<file path="config.mk">
export PLATFORM = sky130hd
export DESIGN_NAME = wdg_supervisor
export DESIGN_NICKNAME = d
export VERILOG_FILES = /design/src/rtl/wdg_pkg.sv /design/src/rtl/wdg_pulse.sv /design/src/rtl/wdg_window.sv /design/src/rtl/wdg_escal.sv /design/src/rtl/wdg_supervisor.sv
export SDC_FILE = /design/constraint.sdc
export NUM_CORES = 1
export LEC_CHECK = 0
export CELL_PAD_IN_SITES_DETAIL_PLACEMENT = 0
export CELL_PAD_IN_SITES_GLOBAL_PLACEMENT = 2
export CORE_UTILIZATION = 39
export CTS_BUF_LIST = sky130_fd_sc_hd__clkbuf_16
export DETAILED_ROUTE_END_ITERATION = 8
export PLACE_DENSITY_LB_ADDON = 0.2
export SYNTH_ARGS = -nofsm -noshare
export SYNTH_HDL_FRONTEND = slang
export SYNTH_HIERARCHICAL = 1
export SYNTH_SLANG_ARGS = --single-unit
</file>
<file path="constraint.sdc">
create_clock -name clk -period 3.9 [get_ports clk]
set_input_delay 0.39 -clock clk [delete_from_list [all_inputs] [get_ports clk]]
set_output_delay 0.39 -clock clk [all_outputs]
set_load 0.03 [all_outputs]
</file>
<file path="src/rtl/wdg_pkg.sv">
package wdg_pkg;
  typedef enum logic [1:0] {
    WD_OFF  = 2'd0,
    WD_LONG = 2'd1,
    WD_WIN  = 2'd2
  } wd_state_e;
endpackage

</file>
<file path="src/rtl/wdg_pulse.sv">
module wdg_pulse #(
  parameter int WIDTH_TICKS = 16
) (
  input  logic clk,
  input  logic rst_n,
  input  logic start,
  output logic out
);
  localparam int PW = $clog2(WIDTH_TICKS + 1);

  logic [PW-1:0] cnt_q;

  always_ff @(posedge clk or negedge rst_n) begin
    if (!rst_n) begin
      cnt_q <= '0;
    end else if (start) begin
      cnt_q <= PW'(WIDTH_TICKS);
    end else if (cnt_q != '0) begin
      cnt_q <= cnt_q - PW'(1);
    end
  end

  assign out = (cnt_q != '0);

  // a start request reloads the full pulse width
  a_r7_pulse_load: assert property (@(posedge clk) disable iff (!rst_n)
    start |=> (cnt_q == PW'(WIDTH_TICKS)));
endmodule

</file>
<file path="src/rtl/wdg_window.sv">
module wdg_window
  import wdg_pkg::*;
#(
  parameter int LONG_TICKS  = 6500,
  parameter int EARLY_TICKS = 100,
  parameter int LATE_TICKS  = 400
) (
  input  logic clk,
  input  logic rst_n,
  input  logic wr_stb,
  input  logic wr_trig,
  input  logic wr_dis,
  input  logic flash_mode,
  input  logic vdd_uv,
  input  logic hold,
  output logic fail_evt,
  output logic svc_ok
);
  localparam int MAXT = (LONG_TICKS > LATE_TICKS) ? LONG_TICKS : LATE_TICKS;
  localparam int CW   = $clog2(MAXT + 1);

  wd_state_e     st_q, st_d;
  logic [CW-1:0] cnt_q, cnt_d;
  logic          last_q, last_d;
  logic          dis_q;
  logic          wd_off, toggle, exit_long;

  assign wd_off    = flash_mode | dis_q;
  assign toggle    = wr_stb & (wr_trig != last_q);
  assign exit_long = wr_stb & wr_trig;

  always_comb begin
    st_d     = st_q;
    cnt_d    = cnt_q + CW'(1);
    last_d   = last_q;
    fail_evt = 1'b0;
    svc_ok   = 1'b0;
    if (wd_off) begin
      st_d  = WD_OFF;
      cnt_d = '0;
    end else if (hold || vdd_uv) begin
      st_d  = WD_LONG;
      cnt_d = '0;
    end else begin
      unique case (st_q)
        WD_OFF: begin
          st_d  = WD_LONG;
          cnt_d = '0;
        end
        WD_LONG: begin
          if (exit_long) begin
            st_d   = WD_WIN;
            cnt_d  = '0;
            last_d = 1'b1;
          end else if (cnt_q == CW'(LONG_TICKS - 1)) begin
            fail_evt = 1'b1;
            cnt_d    = '0;
          end
        end
        WD_WIN: begin
          if (toggle) begin
            cnt_d = '0;
            if (cnt_q < CW'(EARLY_TICKS)) begin
              fail_evt = 1'b1;
              st_d     = WD_LONG;
            end else begin
              svc_ok = 1'b1;
              last_d = wr_trig;
            end
          end else if (cnt_q == CW'(LATE_TICKS - 1)) begin
            fail_evt = 1'b1;
            st_d     = WD_LONG;
            cnt_d    = '0;
          end
        end
        default: begin
          st_d  = WD_LONG;
          cnt_d = '0;
        end
      endcase
    end
  end

  always_ff @(posedge clk or negedge rst_n) begin
    if (!rst_n) begin
      st_q   <= WD_LONG;
      cnt_q  <= '0;
      last_q <= 1'b0;
      dis_q  <= 1'b0;
    end else begin
      st_q   <= st_d;
      cnt_q  <= cnt_d;
      last_q <= last_d;
      if (flash_mode && wr_stb && wr_dis) dis_q <= 1'b1;
    end
  end

  // once the sticky disable is set the window logic stays idle
  a_r12_sticky_idle: assert property (@(posedge clk) disable iff (!rst_n)
    dis_q |=> (st_q == WD_OFF));
  // undervoltage returns the window to the start of the long window
  a_r10_uv_restart: assert property (@(posedge clk) disable iff (!rst_n)
    (vdd_uv && !wd_off && !hold) |=> (st_q == WD_LONG && cnt_q == '0));
  // windowed mode never counts past its late boundary
  a_r5_late_bound: assert property (@(posedge clk) disable iff (!rst_n)
    (st_q == WD_WIN) |-> (cnt_q < CW'(LATE_TICKS)));
endmodule

</file>
<file path="src/rtl/wdg_escal.sv">
module wdg_escal #(
  parameter int STAGE1_FAILS = 8,
  parameter int STAGE2_FAILS = 7,
  parameter int OFF_TICKS    = 20000
) (
  input  logic clk,
  input  logic rst_n,
  input  logic fail_evt,
  input  logic svc_ok,
  input  logic wake_evt,
  output logic [$clog2(STAGE1_FAILS+STAGE2_FAILS+1)-1:0] fail_cnt,
  output logic reg_off,
  output logic stby_req,
  output logic gate_kill,
  output logic hold
);
  localparam int FW   = $clog2(STAGE1_FAILS + STAGE2_FAILS + 1);
  localparam int OW   = $clog2(OFF_TICKS + 1);
  localparam int LAST = STAGE1_FAILS + STAGE2_FAILS;

  logic [FW-1:0] cnt_q, cnt_nx;
  logic [OW-1:0] off_q;
  logic          off_act_q, stby_q, kill_q;

  assign cnt_nx = cnt_q + FW'(1);

  always_ff @(posedge clk or negedge rst_n) begin
    if (!rst_n) begin
      cnt_q     <= '0;
      off_q     <= '0;
      off_act_q <= 1'b0;
      stby_q    <= 1'b0;
      kill_q    <= 1'b0;
    end else if (stby_q) begin
      if (wake_evt) begin
        stby_q    <= 1'b0;
        off_act_q <= 1'b0;
        cnt_q     <= '0;
      end
    end else if (off_act_q) begin
      if (off_q == OW'(1)) off_act_q <= 1'b0;
      off_q <= off_q - OW'(1);
    end else if (fail_evt) begin
      cnt_q  <= cnt_nx;
      kill_q <= 1'b1;
      if (cnt_nx == FW'(LAST)) begin
        stby_q    <= 1'b1;
        off_act_q <= 1'b1;
      end else if (cnt_nx == FW'(STAGE1_FAILS)) begin
        off_act_q <= 1'b1;
        off_q     <= OW'(OFF_TICKS);
      end
    end else if (svc_ok) begin
      cnt_q  <= '0;
      kill_q <= 1'b0;
    end
  end

  assign fail_cnt  = cnt_q;
  assign reg_off   = off_act_q;
  assign stby_req  = stby_q;
  assign gate_kill = kill_q;
  assign hold      = off_act_q | stby_q;

  // standby is always accompanied by regulator-off
  a_r9_stby_regoff: assert property (@(posedge clk) disable iff (!rst_n)
    stby_q |-> off_act_q);
  // the window logic raises no failure while escalation holds it
  a_r8_hold_quiet: assert property (@(posedge clk) disable iff (!rst_n)
    hold |-> !fail_evt);
  // a service clears the counter and releases the gate kill
  a_r3_svc_clears: assert property (@(posedge clk) disable iff (!rst_n)
    (svc_ok && !hold) |=> (cnt_q == '0 && !kill_q));
  // the counter never exceeds the final escalation stage
  a_r9_cnt_bound: assert property (@(posedge clk) disable iff (!rst_n)
    cnt_q <= FW'(LAST));
endmodule

</file>
<file path="src/rtl/wdg_supervisor.sv">
module wdg_supervisor #(
  parameter int LONG_TICKS   = 6500,
  parameter int EARLY_TICKS  = 100,
  parameter int LATE_TICKS   = 400,
  parameter int PULSE_TICKS  = 16,
  parameter int OFF_TICKS    = 20000,
  parameter int STAGE1_FAILS = 8,
  parameter int STAGE2_FAILS = 7
) (
  input  logic clk,
  input  logic rst_n,
  input  logic wr_stb,
  input  logic wr_trig,
  input  logic wr_dis,
  input  logic flash_mode,
  input  logic vdd_uv,
  input  logic wake_evt,
  output logic mcu_rst,
  output logic gate_kill,
  output logic reg_off,
  output logic stby_req,
  output logic [$clog2(STAGE1_FAILS+STAGE2_FAILS+1)-1:0] fail_cnt
);
  logic fail_evt, svc_ok, hold;

  wdg_window #(
    .LONG_TICKS (LONG_TICKS),
    .EARLY_TICKS(EARLY_TICKS),
    .LATE_TICKS (LATE_TICKS)
  ) u_window (
    .clk       (clk),
    .rst_n     (rst_n),
    .wr_stb    (wr_stb),
    .wr_trig   (wr_trig),
    .wr_dis    (wr_dis),
    .flash_mode(flash_mode),
    .vdd_uv    (vdd_uv),
    .hold      (hold),
    .fail_evt  (fail_evt),
    .svc_ok    (svc_ok)
  );

  wdg_escal #(
    .STAGE1_FAILS(STAGE1_FAILS),
    .STAGE2_FAILS(STAGE2_FAILS),
    .OFF_TICKS   (OFF_TICKS)
  ) u_escal (
    .clk      (clk),
    .rst_n    (rst_n),
    .fail_evt (fail_evt),
    .svc_ok   (svc_ok),
    .wake_evt (wake_evt),
    .fail_cnt (fail_cnt),
    .reg_off  (reg_off),
    .stby_req (stby_req),
    .gate_kill(gate_kill),
    .hold     (hold)
  );

  wdg_pulse #(
    .WIDTH_TICKS(PULSE_TICKS)
  ) u_pulse (
    .clk  (clk),
    .rst_n(rst_n),
    .start(fail_evt),
    .out  (mcu_rst)
  );

  // every failure is followed by a reset pulse and a gate kill
  a_r7_fail_effects: assert property (@(posedge clk) disable iff (!rst_n)
    fail_evt |=> (mcu_rst && gate_kill));
endmodule

</file>
==> results.txt, run 1 <==
* Switching power summed over all nets: 0.000263 W
- Of the total power, the share spent switching nets is 25.3%.
- Layout cell share with drive strength beyond 1: 10.6%
* Total gr overflow: 0
- Synthesis produced a netlist whose cell count is ~280.
- LEAKAGE: roughly 1.2 nW
* Number of nets in the layout: 308
* Crit path kind: register to register
- Combinational logic burns 12.4% of the power.
* Width of the chip: 86.2 um
- The path class of the tightest hold or removal check is input port to asynchronous set/reset pin.
* Start point of the critical path: u_window/cnt_q[10]$_DFF_PN0_
- Number of gates resized after CTS: 0
- Post-layout instance area: 3110 um^2
* Vias in the first global route: 1969
* Fmax: 319 MHz
* Number of failing setup endpoints in the final timing report: 0
* Maximum fanout along the worst path: 15
- In this run the critical register-to-register path is captured at u_escal/off_q[14]$_DFFE_PN0P_.
- First-pass GRT wire length: 9960 um
* Cell with the most instances after synthesis: sky130_fd_sc_hd__dfrtp_1
- Counting flops with a built-in enable in the synthesized netlist gives 0.
* Met2 usage: 26.7%
- The repair_antennas step left the layout with diodes totalling 0.
- Synthesis inferred 44 register bits.
- Total power density per cell area: 335 nW/um^2
* Share of the synthesized area in the top cell type: between 30% and 40%
- The longest clock path from root to sink contains 2 buffers.
- Rows: 30
- The worst setup path is captured at a register.
- In this run the vertical extent of the chip is 86.2 um.
* Total iterations of the first detailed-routing run: 4
- CTS Sinks: between 40 and 50
* Hold buffers post-CTS: 0
- Arrival time at the worst endpoint: 3340 ps
* Part of the power in registers: 48.3%
* Total Die Area: 7440 um^2
* Fraction of the yosys area taken by sequential cells: 39.8%
- For the worst-skew pair, the clock arrives at the later sink with an insertion delay of 290 ps.
- Worst setup SP type: register
- Post-synthesis cell type count: 67
- In the synthesized netlist the dominant register cell turns out to be sky130_fd_sc_hd__dfrtp_1.
* Most frequent cells after synthesis: sky130_fd_sc_hd__dfrtp_1, sky130_fd_sc_hd__nor2_1, sky130_fd_sc_hd__nand2_1
- DRC: 0
* Worst slew margin: about a third
* Gp weighted congestion: a little under 0.8
- Area contributors post-synth: sky130_fd_sc_hd__dfrtp_1, sky130_fd_sc_hd__mux2i_1, sky130_fd_sc_hd__nor2_1
- Final Hold Viols: 0
- Total nets after synthesis: 295
- For this configuration, the core starts out at a cell density of 40.5%.
- Global-route track usage on met1: approximately a quarter
* Setup TNS: 0 ps
- FF-to-FF path depth: 10
- Entering global routing, the biggest net connects 45 pins.
* Asr flop ratio synth: 100%
* Clock-pin slew reported for the worst setup and hold paths after clock tree synthesis: 60 ps
* Period minus WS final: 3140 ps
- Via density per instance: 5.33
- Placed inst area: roughly 3000 um^2
* Met3 track utilization from global routing: 2.95%
- Average instance area after synthesis: 9.92 um^2
* DR vias: 2073
* Htree depth: 2
- Buffers added on ports: 15
- Data required time at the worst endpoint: 4100 ps
- The initial antenna violation count was 0.
* Max rail drop VDD: 0.000174 V
* Final critical-path share of the clock period: 80.5%
* Busiest layer in global routing: met2
* Yosys warns: 6
- The cell area that synthesis handed to floorplanning was 2770 um^2.
* CTS tree: yes
- Final hold analysis gives a worst-case slack of 282 ps.
- Overall power consumption after layout is estimated at ~0.0010 W.
- In this run, CTS created clock tree buffers numbering 5.
- Clock network power share: 39.3%
- Global router's overall resource usage: between 15 and 20%
* Clock skew: 5.74 ps
- The flow ran to the end, and the final reports show no timing, DRC or antenna violations.
* Max-cap violations: 0
* Area overhead of the layout relative to synthesis: 12.4%
* Setup slack of the most critical reg-to-reg path: 760 ps
* Actual slew at the worst max-slew pin: roughly 1000 ps
- The core region is 6830 um^2.
- Half-perimeter wire length after detailed placement: 3980 um
* Max Slew Vio Count: 0
- Cell internal power was estimated by the tool at 0.000778 W.
* Root buffer cell: sky130_fd_sc_hd__clkbuf_16
* Initial drt markers: 101
- Ports: 16
- Dividing the detail-routed wire length by the instance count gives approximately 15 um.
* Post-CTS setup buffer count: 0
* Unrepaired setup endpoints after global routing: no
- The startpoint identified for the worst register-to-register timing path is u_window/cnt_q[10]$_DFF_PN0_.
- The largest total area in the synthesized netlist belongs to sky130_fd_sc_hd__dfrtp_1.
- Final wirelength: 5810 um
* Number of antenna-violating nets in the routed design: 0
layout make-up:
type                    instances  area [um^2]
clock buffers                   5          125
clock inverters                 3         12.5
fillers                       687         3720
inverters                      12         45.0
multi-input cells             213         1550
flip-flops and latches         44         1100
well taps                      96          120
repair buffers                 16          153
through the flow:
stage / cells / setup WS [ps] / utilization, %
after floorplan: 279 / 744 / -
final: 389 / 761 / 45.5
after global placement: 381 / 771 / 43.5
after global routing: 389 / 447 / 45.5
after CTS: 389 / 698 / 45.5
after detailed placement: 381 / 735 / 43.5
logic make-up after synthesis:
group / share of synthesized area [%]
adders and majority gates: 3.62
muxes: 5.11
and+or+nand+nor: 25.1
buffers and inverters: 4.02
xor gates and xnor gates: 4.43
AOI/OAI and AO/OA: 17.9
DFF: 39.8
registers in the layout, summed over array words and instances (netlist names), 2 cells and up:
| name | cells |
|---|---|
| u_escal/off_q | 15 |
| u_window/st_q | 2 |
| u_pulse/cnt_q | 5 |
| u_escal/fail_cnt | 4 |
| u_window/cnt_q | 13 |
critical path, stage by stage, from the launching register on:
cell and delay [ps]:
sky130_fd_sc_hd__dfrtp_1 420, sky130_fd_sc_hd__or4_4 560, sky130_fd_sc_hd__nor4_4 270, sky130_fd_sc_hd__o21a_1 170, sky130_fd_sc_hd__a22oi_1 70, sky130_fd_sc_hd__nor3_1 160, sky130_fd_sc_hd__buf_4 200, sky130_fd_sc_hd__nor3b_2 300
sky130_fd_sc_hd__o2111ai_2 430, sky130_fd_sc_hd__and2_0 310, sky130_fd_sc_hd__mux2i_1 150
per-layer routing:
metal / wire [um] / part of all wire (%)
met5: 0 / 0
met4: 76 / 1.3
met3: 161 / 2.8
met2: 2510 / 43
met1: 3060 / 53
how the worst max path moves through the flow:
stage	end	slack, ps	cells past startpoint
floorplan	u_escal/off_q[5]$_DFFE_PN0P_	740	10
global placement	u_escal/off_q[5]$_DFFE_PN0P_	770	9
detailed placement	u_escal/off_q[5]$_DFFE_PN0P_	730	10
CTS	u_escal/off_q[5]$_DFFE_PN0P_	700	10
global route	u_escal/off_q[14]$_DFFE_PN0P_	450	10
finish	u_escal/off_q[14]$_DFFE_PN0P_	760	10
layout by cell type (no fill, tap or decap), types with 3 or more instances in the layout:
cell,Yosys,routed
sky130_fd_sc_hd__a21o_1,4,4
sky130_fd_sc_hd__nand2b_1,6,6
sky130_fd_sc_hd__and2_1,3,3
sky130_fd_sc_hd__clkbuf_16,0,5
sky130_fd_sc_hd__and2_0,4,4
sky130_fd_sc_hd__o21ai_0,9,9
sky130_fd_sc_hd__nor2_1,31,31
sky130_fd_sc_hd__nor4_1,4,4
sky130_fd_sc_hd__and3b_1,3,3
sky130_fd_sc_hd__a211oi_1,5,5
sky130_fd_sc_hd__inv_1,12,14
sky130_fd_sc_hd__nor3_1,4,4
sky130_fd_sc_hd__or3_1,3,3
sky130_fd_sc_hd__xor2_1,7,7
sky130_fd_sc_hd__dfrtp_1,43,43
sky130_fd_sc_hd__a2111oi_4,3,3
sky130_fd_sc_hd__nand3b_1,5,5
sky130_fd_sc_hd__a211oi_2,3,3
sky130_fd_sc_hd__a21oi_1,7,7
sky130_fd_sc_hd__xnor2_1,7,7
sky130_fd_sc_hd__clkdlybuf4s50_1,0,14
sky130_fd_sc_hd__mux2i_1,13,13
sky130_fd_sc_hd__nand3_1,11,11
sky130_fd_sc_hd__ha_1,8,8
sky130_fd_sc_hd__nand2_1,28,28
power groups by stage:
stage	combinational, W	sequential (W)	clock, W
6_report	0.000129	0.000503	0.000409
4_1_cts	0.000132	0.000502	0.000430
5_1_grt	0.000152	0.000508	0.000438
2_1_floorplan	0.000102	0.000505	0
3_3_place_gp	0.000130	0.000509	0
3_5_place_dp	0.000132	0.000511	0
Power figures use the tool's default switching activity.
==> run 2: changes to the inputs <==
==> constraint.sdc (replaced) <==
create_clock -name clk -period 3.2 [get_ports clk]
set_input_delay 0.32 -clock clk [delete_from_list [all_inputs] [get_ports clk]]
set_output_delay 0.32 -clock clk [all_outputs]
set_load 0.03 [all_outputs]
==> results.txt, run 2 (synthesis gave the netlist of run 1 again) <==
- The kind of cell adding the most delay to the critical path is compound AO/OA/AOI/OAI gates (was simple AND/OR/NAND/NOR gates).
* Maximum fanout along the worst path: 11 (was 15)
- Cells traversed along the worst timing path: buf_4 > o311a_1 > nor4_4 > o21a_1 > a22oi_1 > nor3_1 > buf_4 > and3b_1 > o2111ai_4 > a2111oi_4 > mux2i_1 (was or4_4 > nor4_4 > o21a_1 > a22oi_1 > nor3_1 > buf_4 > nor3b_2 > o2111ai_2 > and2_0 > mux2i_1)
- Top library cells by usage in the layout, fill and taps aside: sky130_fd_sc_hd__dfrtp_1, sky130_fd_sc_hd__nor2_1, sky130_fd_sc_hd__nand2_1 (unchanged)
* Rows: 30 (unchanged)
- The first-pass GRT wire length was 9820 um (was 9960 um).
* Arrival time at the worst endpoint: 3140 ps (was 3340 ps)
- Worst slack at placement: 88.6 ps (was 735 ps)
* Number of buffers added by the clock tree synthesis step: 5 (unchanged)
* Fmax: 342 MHz (was 319 MHz)
- Die Y-Extent: 86.2 um (unchanged)
- The share of final-layout standard cells stronger than drive strength 1 came to 14.7% (was 10.6%).
- The layout overhead on the synthesized area was 17.0% (was 12.4%).
- Total power density per cell area: 419 nW/um^2 (was 335 nW/um^2)
- Worst setup SP type: register (unchanged)
- Half-perimeter wire length after detailed placement: 3990 um (was 3980 um)
- Buffers from clock root to sink, at most: 2 (unchanged)
- The number of violations of the max-capacitance limit was 0 (unchanged).
- Vias in the first global route: 2022 (was 1969)
- Max Slew Vio Count: 0 (unchanged)
- Post-layout instance area: 3240 um^2 (was 3110 um^2)
- The initial antenna violation count came to 0 (unchanged).
- The count of input and output buffers is 15 (unchanged).
* Starting Density: 40.5% (unchanged)
- The total DRC errors in the routed layout came to 0 (unchanged).
- The type of the setup path with the least slack was register to register (unchanged).
- The final clock skew was 5.39 ps (was 5.74 ps).
* Fill cells: 690 (was 687)
- Clock latency on the worst-skew pair: 290 ps (about the same)
- Setup WS post-layout: 273 ps (was 761 ps)
* Most frequent standard cell in the layout excluding fill and tap cells: sky130_fd_sc_hd__dfrtp_1 (unchanged)
- Slowest cell on the critical path: sky130_fd_sc_hd__a2111oi_4 (was sky130_fd_sc_hd__or4_4)
* Data required time at the worst endpoint: 3410 ps (was 4100 ps)
- The minimum clock period after layout is 2930 ps (was 3140 ps).
- The final hold violation count came to 0 (unchanged).
* DR vias: 2100 (was 2073)
- Library cell appearing most often on the critical path: sky130_fd_sc_hd__buf_4
* Total iterations of the first detailed-routing run: 4 (unchanged)
- The measured slew at the worst slew-check pin is 1000 ps (was 1020 ps).
- Total Die Area: 7440 um^2 (unchanged)
- The register ranked first by flip-flop count was u_escal/off_q (unchanged).
* Number of nets in the layout: 315 (was 308)
- The post-route setup TNS is 0 ps (unchanged).
- Endpoint kind of the worst setup timing path: register (unchanged)
- Placed inst area: 3010 um^2 (was 2970 um^2)
* Root buffer cell: sky130_fd_sc_hd__clkbuf_16 (unchanged)
- Avg WL per Cell: 14.6 um (was 14.9 um)
- The count of boundary I/O pins is 16 (unchanged).
- Top flop regs: u_escal/off_q x15, u_window/cnt_q x13, u_pulse/cnt_q x5 (unchanged)
- The fraction of the cycle the final worst path needs came to 91.5% (was 80.5%).
* Gp weighted congestion: 0.785 (was 0.790)
- The static leakage power was 1.22 nW (was 1.18 nW).
- Width of the chip: 86.2 um (unchanged)
- The buffer and inverter count on the worst path was 2 (was 1).
* Global router's overall resource usage: 16.9% (was 17.3%)
- Via density per instance: 5.30 (was 5.33)
- The peak per-stage delay on the critical path came to 420 ps (was 560 ps).
- Setup slack of the most critical reg-to-reg path: 270 ps (was 760 ps)
- The number of setup violations in the final report is 0 (unchanged).
- Min-Delay Path Class: input port to asynchronous set/reset pin (unchanged)
- Worst slew margin: 33.3% (was 32.3%)
* Htree depth: 2 (unchanged)
* Total gr overflow: 0 (unchanged)
- Antenna fix cells: 0 (unchanged)
- The overall power after layout is 0.00136 W (was 0.00104 W).
* Number of antenna-violating nets in the routed design: 0 (unchanged)
- Clock-pin slew reported for the worst setup and hold paths after clock tree synthesis: 60 ps (about the same)
- The number of flip-flops in the largest register is 15 (unchanged).
- CTS tree: yes (unchanged)
- The cts-stage hold buffer count is 0 (unchanged).
* Initial drt markers: 127 (was 101)
- Result of the run: finished, final reports clean (unchanged).
- Final wirelength: 5760 um (was 5810 um)
* Area inside the core boundary: 6830 um^2 (unchanged)
* Pin count of the biggest net entering global routing: 45 (unchanged)
- Max rail drop VDD: 0.000176 V (was 0.000174 V)
* CTS Sinks: 44 (unchanged)
- Worst-case hold slack: 203 ps (was 282 ps)
-- run 2: timing repair --
item	4_1_cts	5_1_grt
resized for setup	0	7
buffers inserted	0	2
setup endpoints to repair	0	13
endpoints found under the hold margin	0	0
-- run 2: through the flow --
step / cells / utilization [%]
detailed placement: 386 / 44.1
finish: 396 / 47.4
global placement: 386 / 44.1
floorplan: 279 / -
CTS: 394 / 46.5
global route: 396 / 47.4
-- run 2: power by group --
group          switching (W)  internal, W  total, W
combinational      0.0000788    0.0000792  0.000158
clock               0.000221     0.000367  0.000588
sequential         0.0000231     0.000587  0.000610
-- run 2: per-layer routing --
layer / share of wire, % / routed length, um / global-route usage, %
met1: 53 / 3040 / 23.6
met2: 44 / 2540 / 26.5
met3: 2.0 / 115 / 3.62
met4: 1.1 / 62 / 4.70
met5: 0 / 0 / 0
-- run 2: final timing paths --
path,cells past startpoint,start,end
max,11,u_window/cnt_q[4]$_DFF_PN0_,u_escal/off_q[13]$_DFFE_PN0P_
min,1,rst_n,u_escal/fail_cnt[1]$_DFFE_PN0P_
max reg2reg,11,u_window/cnt_q[4]$_DFF_PN0_,u_escal/off_q[13]$_DFFE_PN0P_
min reg2reg,1,u_window/cnt_q[0]$_DFF_PN0_,u_window/cnt_q[0]$_DFF_PN0_
max in group asynchronous,1,rst_n,u_window/last_q$_DFFE_PN0P_
min in group clk,1,u_window/cnt_q[0]$_DFF_PN0_,u_window/cnt_q[0]$_DFF_PN0_
-- run 2: layout make-up --
type	instances	area [um^2]	share of cell area, %
Tap cell	96	120	3.71
Timing Repair Buffer	23	205	6.33
Clock buffer	5	125	3.86
Multi-Input combinational cell	213	1600	49.4
Clock inverter	3	42.5	1.31
Sequential cell	44	1100	34.0
Inverter	12	45.0	1.39
-- run 2: worst reg2reg max path, delay by kind of cell, from the launching register on --
kind,cells,cell delay (ps)
AO/OA/AOI/OAI,5,1230
buffers and inverters,2,360
flip-flops,1,400
multiplexers,1,220
AND/OR/NAND/NOR,3,650
==> run 3: changes to the inputs <==
--- a/config.mk
+++ b/config.mk
@@ -7,11 +7,11 @@
 export LEC_CHECK = 0
 export CELL_PAD_IN_SITES_DETAIL_PLACEMENT = 0
 export CELL_PAD_IN_SITES_GLOBAL_PLACEMENT = 2
-export CORE_UTILIZATION = 39
+export CORE_MARGIN = 10
+export CORE_UTILIZATION = 38
 export CTS_BUF_LIST = sky130_fd_sc_hd__clkbuf_16
 export DETAILED_ROUTE_END_ITERATION = 8
 export PLACE_DENSITY_LB_ADDON = 0.2
 export SYNTH_ARGS = -nofsm -noshare
 export SYNTH_HDL_FRONTEND = slang
-export SYNTH_HIERARCHICAL = 1
 export SYNTH_SLANG_ARGS = --single-unit
==> results.txt, run 3 <==
* Endpoint kind of the worst setup timing path: register (unchanged)
* Asr flop ratio synth: 100% (unchanged)
* Total nets after synthesis: 272 (was 295)
- The register ranked first by flip-flop count is u_escal.off_q (was u_escal/off_q).
* Cells traversed along the worst timing path: inv_1 > ha_1 > nor3_1 > nand3_1 > o32ai_4 > o311ai_4 > o31a_1 > or3_1 (was buf_4 > o311a_1 > nor4_4 > o21a_1 > a22oi_1 > nor3_1 > buf_4 > and3b_1 > o2111ai_4 > a2111oi_4 > mux2i_1)
- Post-synthesis cell type count: 54 (was 67)
- The most common cell after layout, fill and taps aside is sky130_fd_sc_hd__dfrtp_1 (unchanged).
* Fraction of the yosys area taken by sequential cells: 45.0% (was 39.8%)
- The number of setup violations in the final report came to 0 (unchanged).
* Max Slew Vio Count: 0 (unchanged)
- The most frequent cell after synthesis was sky130_fd_sc_hd__dfrtp_1 (unchanged).
* Area overhead of the layout relative to synthesis: 15.6% (was 17.0%)
- The maximum number of pins on one net before global-route repair came to 45 (unchanged).
* Final wirelength: 5070 um (was 5760 um)
- Period minus WS final: 2720 ps (was 2930 ps)
- The required arrival time at the worst endpoint is 3350 ps (was 3410 ps).
- The floorplan die width came to 100 um (was 86.2 um).
- The cts-stage hold buffer count is 0 (unchanged).
- Worst slew margin: 34.1% (was 33.3%)
- Via density per instance: 5.40 (was 5.30)
- The count of boundary I/O pins was 16 (unchanged).
- The post-route setup TNS came to 0 ps (unchanged).
* Total gr overflow: 0 (unchanged)
- The signal arrival time at the worst endpoint came to 2880 ps (was 3140 ps).
- The count of inserted antenna diode cells is 0 (unchanged).
- Min-Delay Path Class: input port to asynchronous set/reset pin (unchanged)
* DRC: 0 (unchanged)
* Initial drt markers: 66 (was 127)
- Post-CTS setup buffer count: 0 (unchanged)
* Number of gates resized after CTS: 0 (unchanged)
- Number of buffers added by the clock tree synthesis step: 5 (unchanged)
- Clock latency on the worst-skew pair: 280 ps (was 290 ps)
- The count of standard-cell rows is 29 (was 30).
- Htree depth: 2 (unchanged)
- The number of sinks on the clock net is 44 (unchanged).
* Total Die Area: 10100 um^2 (was 7440 um^2)
- The top cell type by total area after synthesis was sky130_fd_sc_hd__dfrtp_1 (unchanged).
- Starting Density: 38.8% (was 40.5%)
- The CTS tree was yes (unchanged).
- Root buffer cell: sky130_fd_sc_hd__clkbuf_16 (unchanged)
- Setup WS post-layout: 476 ps (was 273 ps)
- Avg WL per Cell: 14.3 um (was 14.6 um)
* Max-cap violations: 0 (unchanged)
- Buffers added on ports: 15 (unchanged)
* Top flop regs: u_escal.off_q x15, u_window.cnt_q x13, u_pulse.cnt_q x5 (was u_escal/off_q x15, u_window/cnt_q x13, u_pulse/cnt_q x5)
- The final net count was 293 (was 315).
- The number of antenna-violating nets in the routed design is 0 (unchanged).
- Number of enable flip-flop cells after synthesis: 0 (unchanged)
- Average instance area after synthesis: 9.60 um^2 (was 9.92 um^2)
* Area inside the core boundary: 6310 um^2 (was 6830 um^2)
- The worst flop-to-flop path endpoint was u_escal.off_q[10]$_DFFE_PN0P_ (was u_escal/off_q[13]$_DFFE_PN0P_).
- Worst slack at placement: 425 ps (was 88.6 ps)
- Actual slew at the worst max-slew pin: 989 ps (was 1000 ps)
- Area contributors post-synth: sky130_fd_sc_hd__dfrtp_1, sky130_fd_sc_hd__ha_1, sky130_fd_sc_hd__nor2_1 (was sky130_fd_sc_hd__dfrtp_1, sky130_fd_sc_hd__mux2i_1, sky130_fd_sc_hd__nor2_1)
- Vias in the first global route: 1898 (was 2022)
- The static leakage power is 1.14 nW (was 1.22 nW).
* Netlist area before placement: 2450 um^2 (was 2770 um^2)
- The routed via count came to 1910 (was 2100).
- The share of final-layout standard cells stronger than drive strength 1 came to 7.58% (was 14.7%).
- Maximum fanout along the worst path: 8 (was 11)
* Synthesized instance count: 255 (was 279)
* Share of the synthesized area in the top cell type: 43.9% (was 38.9%)
* Max rail drop VDD: 0.000234 V (was 0.000176 V)
* Setup slack of the most critical reg-to-reg path: 480 ps (was 270 ps)
- The number of iterations in the first detailed-routing pass came to 4 (unchanged).
* Top library cells by usage in the layout, fill and taps aside: sky130_fd_sc_hd__dfrtp_1, sky130_fd_sc_hd__nor2_1, sky130_fd_sc_hd__a21oi_1 (was sky130_fd_sc_hd__dfrtp_1, sky130_fd_sc_hd__nor2_1, sky130_fd_sc_hd__nand2_1)
- Total power density per cell area: 466 nW/um^2 (was 419 nW/um^2)
- Result of the run: finished, final reports clean (unchanged).
* Slowest cell on the critical path: sky130_fd_sc_hd__dfstp_2 (was sky130_fd_sc_hd__a2111oi_4)
- Number of flip-flops in the largest register: 15 (unchanged)
- The clock-pin slew of the registers on the worst-case setup and hold paths came to 60 ps (about the same).
- Gp weighted congestion: 0.749 (was 0.785)
* Crit path kind: register to register (unchanged)
- Largest stage delay on the critical path: 540 ps (was 420 ps)
- The post-synthesis register bit count is 44 (unchanged).
- Clock skew: 4.26 ps (was 5.39 ps)
- Global router's overall resource usage: 10.7% (was 16.9%)
- The number of cell instances on the worst register-to-register path was 8 (was 11).
- Setup repair after global routing left no endpoint under its margin.
* Final Hold Viols: 0 (unchanged)
- The maximum clock insertion buffer count came to 2 (unchanged).
* First-pass GRT wire length: 9060 um (was 9820 um)
- The y dimension of the die came to 100 um (was 86.2 um).
* Worst setup SP type: register (unchanged)
* Half-perimeter wire length after detailed placement: 3700 um (was 3990 um)
* Most frequent cells after synthesis: sky130_fd_sc_hd__dfrtp_1, sky130_fd_sc_hd__nor2_1, sky130_fd_sc_hd__a21oi_1 (was sky130_fd_sc_hd__dfrtp_1, sky130_fd_sc_hd__nor2_1, sky130_fd_sc_hd__nand2_1)
* Dominant synthesized flop cell: sky130_fd_sc_hd__dfrtp_1 (unchanged)
- The end-of-flow core utilization came to 44.8% (was 47.4%).
* Reg2reg start: u_window.st_q[0]$_DFFE_PN1P_ (was u_window/cnt_q[4]$_DFF_PN0_)
- Number of antenna violations at the first check in global routing: 0 (unchanged)
- Fmax: 367 MHz (was 342 MHz)
- The fraction of the cycle the final worst path needs was 85.1% (was 91.5%).
* Yosys warns: 0 (was 6)
==> run 3: cell type report <==
cell class	count	area, um^2
Multi-Input combinational cell	192	1270
Clock inverter	3	11.3
Clock buffer	5	125
Fill cell	618	3480
Sequential cell	44	1100
Inverter	15	56.3
Timing Repair Buffer	18	168
Tap cell	77	96.3
==> run 3: cells by family (layout without fill, tap and decap cells) <==
family	Yosys count	count (layout)	share of synthesized area, %
DFF	44	44	45.0
buffers and inverters	19	41	3.01
AOI/OAI and AO/OA	55	55	16.2
adders and majority gates	9	9	4.60
muxes	7	7	3.07
xor gates and xnor gates	14	14	5.01
and+or+nand+nor	107	107	23.1
==> run 3: how the worst max path moves through the flow <==
stage                                            start                       endpoint  slack, ps  cells after the start
after floorplan           u_window.st_q[0]$_DFFE_PN1P_  u_escal.off_q[10]$_DFFE_PN0P_        600                      8
after global placement                         wr_trig  u_escal.off_q[10]$_DFFE_PN0P_        520                      8
after detailed placement                       wr_trig  u_escal.off_q[14]$_DFFE_PN0P_        420                      8
after CTS                 u_window.st_q[0]$_DFFE_PN1P_  u_escal.off_q[10]$_DFFE_PN0P_        480                      8
after global routing      u_window.st_q[0]$_DFFE_PN1P_  u_escal.off_q[10]$_DFFE_PN0P_        310                      8
final                     u_window.st_q[0]$_DFFE_PN1P_  u_escal.off_q[10]$_DFFE_PN0P_        480                      8
==> run 3: power breakdown <==
part	switching [W]	leakage, nW	internal [W]
Combinational	0.000109	0.514	0.0000973
Sequential	0.0000361	0.553	0.000601
Clock	0.000196	0.0738	0.000281
Total	0.000341	1.14	0.000979
==> run 3: per-layer routing <==
layer | GRT usage [%] | vias to the layer above | share of wire, %
li1 | - | 960 | -
met1 | 14.0 | 932 | 50
met2 | 17.3 | 16 | 47
met3 | 2.40 | 2 | 2.8
met4 | 3.26 | 0 | 0.59
met5 | 0 | - | 0
==> run 3: per-stage QoR <==
stage	hold slack (ps)	instance area [um^2]	cells	total power (W)
after global routing	295	2830	354	0.00140
after global placement	459	2700	346	0.000857
after detailed placement	463	2700	346	0.000856
after floorplan	24.4	2450	255	0.000790
after CTS	255	2830	354	0.00134
final	207	2830	354	0.00132
==> run 3: critical path, delay by kind of cell (launching register included) <==
| kind | cells | cell delay, ps |
|---|---|---|
| buf+inv | 1 | 40 |
| flops | 1 | 540 |
| fa+ha+maj | 1 | 290 |
| compound gates | 3 | 840 |
| simple gates | 3 | 880 |
